## src/rtl/rtc_upd_pkg.sv

```systemverilog
// Package: shared mode type for the clock update sequencer.
// Assumes: a 3-bit control field; only the listed encodings are decoded.
package rtc_upd_pkg;

    typedef enum logic [1:0] {
        MODE_STOP = 2'd0,   // oscillator off, divider frozen
        MODE_HOLD = 2'd1,   // oscillator on, divider held at restart
        MODE_RUN  = 2'd2    // oscillator and divider both running
    } osc_mode_e;

    // Maps the raw control field to an operating mode.
    function automatic osc_mode_e decode_ctrl(input logic [2:0] ctrl);
        if (ctrl == 3'b010)
            return MODE_RUN;
        else if (ctrl[2:1] == 2'b11)
            return MODE_HOLD;
        else
            return MODE_STOP;
    endfunction

endpackage

```

## src/rtl/rtc_osc_decode.sv

```systemverilog
// Module: rtc_osc_decode
// Turns the oscillator/divider control field into a mode.
// Assumes: the field is stable in the host clock domain.
module rtc_osc_decode
    import rtc_upd_pkg::*;
(
    input  logic [2:0] ctrl_i,
    output osc_mode_e  mode_o
);

    // Purpose: pure decode, no state.
    always_comb begin
        mode_o = decode_ctrl(ctrl_i);
    end

endmodule

```

## src/rtl/rtc_tick_div.sv

```systemverilog
// Module: rtc_tick_div
// Sub-second divider. It counts down the ticks left to the next update,
// issues a one-cycle advance strobe and drives the update-in-progress warning.
// Assumes: TICKS_PER_SEC/2 > UIP_LEAD_TICKS >= 1.
module rtc_tick_div
    import rtc_upd_pkg::*;
#(
    parameter int unsigned TICKS_PER_SEC  = 4096,
    parameter int unsigned UIP_LEAD_TICKS = 1
) (
    input  logic      clk_i,
    input  logic      rst_ni,
    input  logic      tick_i,
    input  osc_mode_e mode_i,
    output logic      adv_o,
    output logic      uip_o
);

    localparam int unsigned CW = $clog2(TICKS_PER_SEC + 1);
    localparam logic [CW-1:0] FULL_C = CW'(TICKS_PER_SEC);
    localparam logic [CW-1:0] HALF_C = CW'(TICKS_PER_SEC / 2);
    localparam logic [CW-1:0] LEAD_C = CW'(UIP_LEAD_TICKS);
    localparam logic [CW-1:0] ONE_C  = CW'(1);

    logic [CW-1:0] left_q;
    logic          adv_q;

    // Purpose: count down the ticks left and fire the strobe at the last one.
    always_ff @(posedge clk_i) begin
        if (!rst_ni) begin
            left_q <= HALF_C;
            adv_q  <= 1'b0;
        end else begin
            adv_q <= 1'b0;
            if (mode_i == MODE_HOLD) begin
                left_q <= HALF_C;
            end else if (mode_i == MODE_RUN && tick_i) begin
                if (left_q == ONE_C) begin
                    left_q <= FULL_C;
                    adv_q  <= 1'b1;
                end else begin
                    left_q <= left_q - ONE_C;
                end
            end
        end
    end

    // Purpose: warn inside the lead window and through the strobe cycle.
    always_comb begin
        uip_o = ((mode_i == MODE_RUN) && (left_q <= LEAD_C)) || adv_q;
        adv_o = adv_q;
    end

endmodule

```

## src/rtl/rtc_upd_flags.sv

```systemverilog
// Module: rtc_upd_flags
// Sticky update-ended flag and gated interrupt request, both read-cleared.
// Assumes: adv_i is a one-cycle strobe; a set beats a coincident clear.
module rtc_upd_flags (
    input  logic clk_i,
    input  logic rst_ni,
    input  logic adv_i,
    input  logic uie_i,
    input  logic uti_i,
    input  logic clr_i,
    output logic uf_o,
    output logic irq_o
);

    // Purpose: latch the end of each update until the host clears it.
    always_ff @(posedge clk_i) begin
        if (!rst_ni)
            uf_o <= 1'b0;
        else if (adv_i)
            uf_o <= 1'b1;
        else if (clr_i)
            uf_o <= 1'b0;
    end

    // Purpose: raise a request only when enabled and transfers not inhibited.
    always_ff @(posedge clk_i) begin
        if (!rst_ni)
            irq_o <= 1'b0;
        else if (adv_i && uie_i && !uti_i)
            irq_o <= 1'b1;
        else if (clr_i)
            irq_o <= 1'b0;
    end

endmodule

```

## src/rtl/rtc_update_seq.sv

```systemverilog
// Module: rtc_update_seq (top)
// Sequences the once-per-second clock update: mode decode, sub-second
// divider with warning window, and the host flags.
// Assumes: tick_i is a one-cycle enable at the timebase rate.
module rtc_update_seq
    import rtc_upd_pkg::*;
#(
    parameter int unsigned TICKS_PER_SEC  = 4096,
    parameter int unsigned UIP_LEAD_TICKS = 1
) (
    input  logic       clk_i,
    input  logic       rst_ni,
    input  logic       tick_i,
    input  logic [2:0] osc_ctrl_i,
    input  logic       uie_i,
    input  logic       uti_i,
    input  logic       flag_clr_i,
    output logic       uip_o,
    output logic       uf_o,
    output logic       irq_o,
    output logic       adv_o
);

    osc_mode_e mode_w;
    logic      adv_w;

    rtc_osc_decode dec_i (
        .ctrl_i (osc_ctrl_i),
        .mode_o (mode_w)
    );

    rtc_tick_div #(
        .TICKS_PER_SEC  (TICKS_PER_SEC),
        .UIP_LEAD_TICKS (UIP_LEAD_TICKS)
    ) div_i (
        .clk_i  (clk_i),
        .rst_ni (rst_ni),
        .tick_i (tick_i),
        .mode_i (mode_w),
        .adv_o  (adv_w),
        .uip_o  (uip_o)
    );

    rtc_upd_flags flg_i (
        .clk_i  (clk_i),
        .rst_ni (rst_ni),
        .adv_i  (adv_w),
        .uie_i  (uie_i),
        .uti_i  (uti_i),
        .clr_i  (flag_clr_i),
        .uf_o   (uf_o),
        .irq_o  (irq_o)
    );

    assign adv_o = adv_w;

endmodule

```

## config.mk

```make
export PLATFORM = sky130hd
export DESIGN_NAME = rtc_update_seq
export DESIGN_NICKNAME = d
export VERILOG_FILES = /design/src/rtl/rtc_upd_pkg.sv /design/src/rtl/rtc_osc_decode.sv /design/src/rtl/rtc_tick_div.sv /design/src/rtl/rtc_upd_flags.sv /design/src/rtl/rtc_update_seq.sv
export SDC_FILE = /design/constraint.sdc
export NUM_CORES = 1
export LEC_CHECK = 0
export CORE_UTILIZATION = 54
export CTS_CLUSTER_DIAMETER = 100
export DETAILED_ROUTE_END_ITERATION = 12
export MAX_ROUTING_LAYER = met4
export PLACE_DENSITY = 0.91
export SYNTH_ARGS = -nofsm -noshare
export SYNTH_HDL_FRONTEND = slang
export SYNTH_SLANG_ARGS = --single-unit
```

## constraint.sdc

```tcl
create_clock -name clk_i -period 2.7 [get_ports clk_i]
set_input_delay 0.81 -clock clk_i [delete_from_list [all_inputs] [get_ports clk_i]]
set_output_delay 0.81 -clock clk_i [all_outputs]
set_load 0.02 [all_outputs]
```

# After elaboration in Yosys (flattened, before gate mapping)

Index checks and enable logic that the tools add are counted.

Flip-flop bits (word level): 16
Input port bits: 9
Logic and storage cells: 30

Add/subtract/negate cells: 1
$lt $le $gt $ge: 1
Equality and inequality tests: 5
Mux-type cells: 7
Bitwise gates (word level): 2
Reductions and logical operators: 10

Operators with widths:

| operator              | count |
|---|---|
| $eq 13x1->1 const B   | 1 |
| $le 13x1->1 const B   | 1 |
| $mux 13               | 1 |
| $sub 13x1->13 const B | 1 |
| $mux 1                | 5 |
| $eq 2x2->1 const B    | 2 |
| $logic_and 1x1->1     | 4 |
| $reduce_bool 2->1     | 2 |
| $eq 3x2->1 const B    | 1 |
| $reduce_or 3->1       | 1 |
| $eq 2x1->1 const B    | 1 |
| $mux 2                | 1 |
| $not 1->1             | 2 |
| $reduce_or 2->1       | 1 |
| $logic_not 1->1       | 1 |
| $logic_or 1x1->1      | 1 |

# Longest topological paths before layout

Gate-level depths: netlist (run 1).

Depth in word-level cells: 7
Mapped depth: 6
Depth with buffers taken out: 6

# Modules after synthesis

Synthesis (run 1) repeated with hierarchy kept, for this count alone.

Cells, all modules: 85
Area total of the unflattened synthesis: 793.3 µm²

By module, submodules not included:

| module         | instances | cells an instance | area each (µm²) | sequential area each (µm²) |
|---|---|---|---|---|
| rtc_tick_div   | 1         | 76                | 700.7           | 280.3 |
| rtc_upd_flags  | 1         | 7                 | 73.8            | 40.0 |
| rtc_osc_decode | 1         | 2                 | 18.8            | 0.0 |

# Least setup slack after synthesis (run 1)

No wires, ideal clock.

Path kind: in2out
Start point: input osc_ctrl_i[0]
End point: output uip_o
Data arrival time: 1.322 ns
Setup slack: 0.568 ns
Cell stages on the path: 2
Buffers on the path: 0
Path through: nor4b_1 a21o_1

Cells in the longest elaborated chain, start to end: 5

RTL lines:

| element            | RTL line             | source |
|---|---|---|
| start: declaration | rtc_update_seq.sv:14 | `input logic [2:0] osc_ctrl_i,` |
| $eq 3x2->1         | rtc_upd_pkg.sv:13    | `if (ctrl == 3'b010)` |
| $mux 2             | rtc_upd_pkg.sv:13    |  |
| $eq 2x2->1         | rtc_tick_div.sv:50   | `uip_o = ((mode_i == MODE_RUN) && (left_q <= LEAD_C)) \|\| adv_q;` |
| $logic_and 1x1->1  | rtc_tick_div.sv:50   |  |
| $logic_or 1x1->1   | rtc_tick_div.sv:50   |  |
| end: declaration   | rtc_update_seq.sv:18 | `output logic uip_o,` |

No other way between the ends.

# Worst setup path after layout (run 1)

Same ends and word-level chain as after synthesis.

==> impl_metrics.ini, run 1 <==
[timing]
drv_slew = 0
worst_slew_pin_slew_ns = 0.3537
max_freq_mhz = 381.3
fin_skew_ns = 0.002745
min_period_over_period_pct = 97.14
setup_tns_ns = 0
setup_viol = 0
whs_ns = 0.5469
maxSlewHeadroom_pct = 76.32
min_period_ns = 2.623
rsz0062_at_grt = false
hold_viol = 0

[critical_path]
crit_arrival_ns = 1.81
crit_fanout = 2
reg2reg_from = div_i.left_q[1]$_SDFFE_PP0N_
crit_start = osc_ctrl_i[0]
cp-start-kind = input port
crit_required_ns = 1.89
critPathKind = in -> out
regToRegSetupSlack_ns = 1.17
critPathCaptureType = primary output

[job]
drv_cap = 0

[routing]
drc = 0
post_drt_wl_per_cell_um = 14.73
dr.pass1.iters = 4
routed_wl_um = 1738
vias = 666
ant_nets = 0
via_per_inst = 5.644
initialDrtViolationCount = 8

[power]
intPower_uw = 356.9
switchingPower_uw = 108.9
comb_power_share_pct = 13.3
swShare_pct = 23.38
p_clk_share_pct = 33.6
irDropWorstVdd_uv = 443.1
sequentialPowerShare_pct = 53.0
powerDensity_nw_per_um2 = 461.3
leakage_nw = 0.3906

[synth]
synthSimpleGateAreaFrac_pct = 31.38
syn_nets = 95
synth_cell_types = 31
ys_top_cells_by_area = dfxtp_1 40%, xor2_1 9.7%, nor2_1 6.5%
synth_compound_area_share_pct = 9.274
synth_largest_area_cell = dfxtp_1
synthArstFlopShare_pct = 0
synth_top_cell_area_share_pct = 39.57
synth_edf_count = 0
synth_top_family_by_area = simple AND/OR/NAND/NOR gates
synth_area_per_cell_um2 = 9.637
synthMuxAreaShare_pct = 0
yosysSeqAreaShare_pct = 39.57
ys.flop_type = dfxtp_1
synth_xor_area_share_pct = 11.90
synth_adder_area_share_pct = 3.091
synthCells = 84
mappedNetlistArea_um2 = 809.5
ys_ff_latch = 16
yosysWarnings = 0

[clock_tree]
cts-root-buf = clkbuf_4
ctsHoldBuffers = 0
cts_tree = yes
clockBufferDepth = 2
cts_made_buffers = 3
clk_pin_slew_ns = 0.09
clk_latency_ns = 0.28
htree_num_levels = 1
numClockSinks = 16

[die]
die_h_um = 40.72
ios = 13
core_um2 = 1350
die_width_um = 40.72
start_util_pct = 59.96
placementRows = 13
die_area_um2 = 1658

[outcome]
status = finished clean

[placed_design]
place.gp.congestion = 0.7300
post-dp-hpwl_um = 1254
port_buffers = 12

[global_route]
grt_pass1_wl_um = 2408
grt_start_max_net_pins = 17
grt_overflow = 0
antenna_found_initial = 0
grtUsageTotal_pct = 23.81
grt_pass1_vias = 593

[final_layout]
drive_above_1_share_pct = 18.45
diodes = 0
fin_nets = 115
syn2layout_area_growth_pct = 24.73

[min_path]
hp-class = reg -> reg
worstHoldStart = div_i.left_q[1]$_SDFFE_PP0N_
## metrics by stage
stage / util [%] / cells / power (mW) / cell area [um^2] / worst slack (ns)
after floorplan: - / 84 / 0.2875 / 809.5 / 0.5682
after global placement: 72.01 / 114 / 0.3104 / 972.2 / -0.3663
after detailed placement: 72.01 / 114 / 0.3132 / 972.2 / -0.3953
after CTS: 74.79 / 118 / 0.4721 / 1010 / 0.06648
after global routing: 74.79 / 118 / 0.4864 / 1010 / 0.01935
final: 74.79 / 118 / 0.4658 / 1010 / 0.07731
## cells by family after synthesis
group / after synthesis
AO/OA/AOI/OAI: 9
XOR/XNOR: 11
adder cells (fa/ha/maj): 2
flip-flops: 16
AND/OR/NAND/NOR: 40
buffers and inverters: 6
## power groups by stage
| stage | sequential (mW) | combinational [mW] | clock (mW) |
|---|---|---|---|
| floorplan | 0.251 | 0.0362 | 0 |
| CTS | 0.247 | 0.0622 | 0.163 |
| detailed placement | 0.252 | 0.0608 | 0 |
| global route | 0.248 | 0.0664 | 0.172 |
| global placement | 0.252 | 0.0584 | 0 |
| finish | 0.247 | 0.0621 | 0.157 |
## critical path: stages
cell and delay, ns:
clkdlybuf4s50_1 0.44, nor4b_2 0.27, a21o_1 0.14, buf_2 0.15
## area by class of cell
class / instances / area [um^2]
clock buffers: 4 / 36.28
fillers: 105 / 340.3
inverters: 3 / 11.26
multi-input cells: 62 / 462.9
flip-flops and latches: 16 / 320.3
well taps: 15 / 18.77
repair buffers: 18 / 160.2
## cells in the mapped netlist (2+ instances only)
cell	instances
buf_6	2
nand4_1	4
inv_1	3
ha_1	2
nor2_1	14
nand2_1	5
xnor2_1	2
nand3_1	2
nand3b_1	2
dfxtp_1	16
xor2_1	9
nor4_1	2
a21o_1	2
nand4b_1	2
## repair_timing
action / CTS / global route
resized for setup: 5 / 0
endpoints found under the setup margin: 1 / 0
setup buffers: 0 / 0
## path summary, 6_finish.rpt
path,endpoint,cells after the start
setup / recovery,uip_o,4
hold / removal,div_i.left_q[1]$_SDFFE_PP0N_,2
setup reg to reg,div_i.left_q[12]$_SDFFE_PP0N_,6
hold reg to reg,div_i.left_q[1]$_SDFFE_PP0N_,2
## sequential cells by signal (all words and copies together), names as in the netlist
name and flops:
div_i.left_q 13, div_i.adv_o 1, flg_i.irq_o 1, flg_i.uf_o 1
## routing by layer
layer / up-vias / GRT usage (%) / routed length [um]
met5: - / - / 0
met2: 22 / 44.84 / 875
met1: 310 / 21.97 / 742
met3: 4 / 8.696 / 95
met4: 0 / 7.500 / 25
li1: 330 / - / -
## layout by cell type, fill, tap and decap left out, drive strengths merged, types with 3 or more instances in the layout
master	netlist	routed
dfxtp	16	16
nor2	14	14
clkdlybuf4s50	0	11
xor2	9	9
buf	3	7
nand2	5	5
nand4	4	4
clkbuf	0	4
inv	3	3
nor4	3	3
Note: power is estimated with default switching activity, not from simulation.
==> inputs of run 2 (changes only) <==
--- a/config.mk
+++ b/config.mk
@@ -8,8 +8,10 @@
 export CORE_UTILIZATION = 54
 export CTS_CLUSTER_DIAMETER = 100
 export DETAILED_ROUTE_END_ITERATION = 12
+export GPL_ROUTABILITY_DRIVEN = 0
 export MAX_ROUTING_LAYER = met4
 export PLACE_DENSITY = 0.91
+export SLEW_MARGIN = 20
 export SYNTH_ARGS = -nofsm -noshare
 export SYNTH_HDL_FRONTEND = slang
 export SYNTH_SLANG_ARGS = --single-unit
==> results of run 2 <==
Final layout, timing and power as in run 1 (identical DEF).
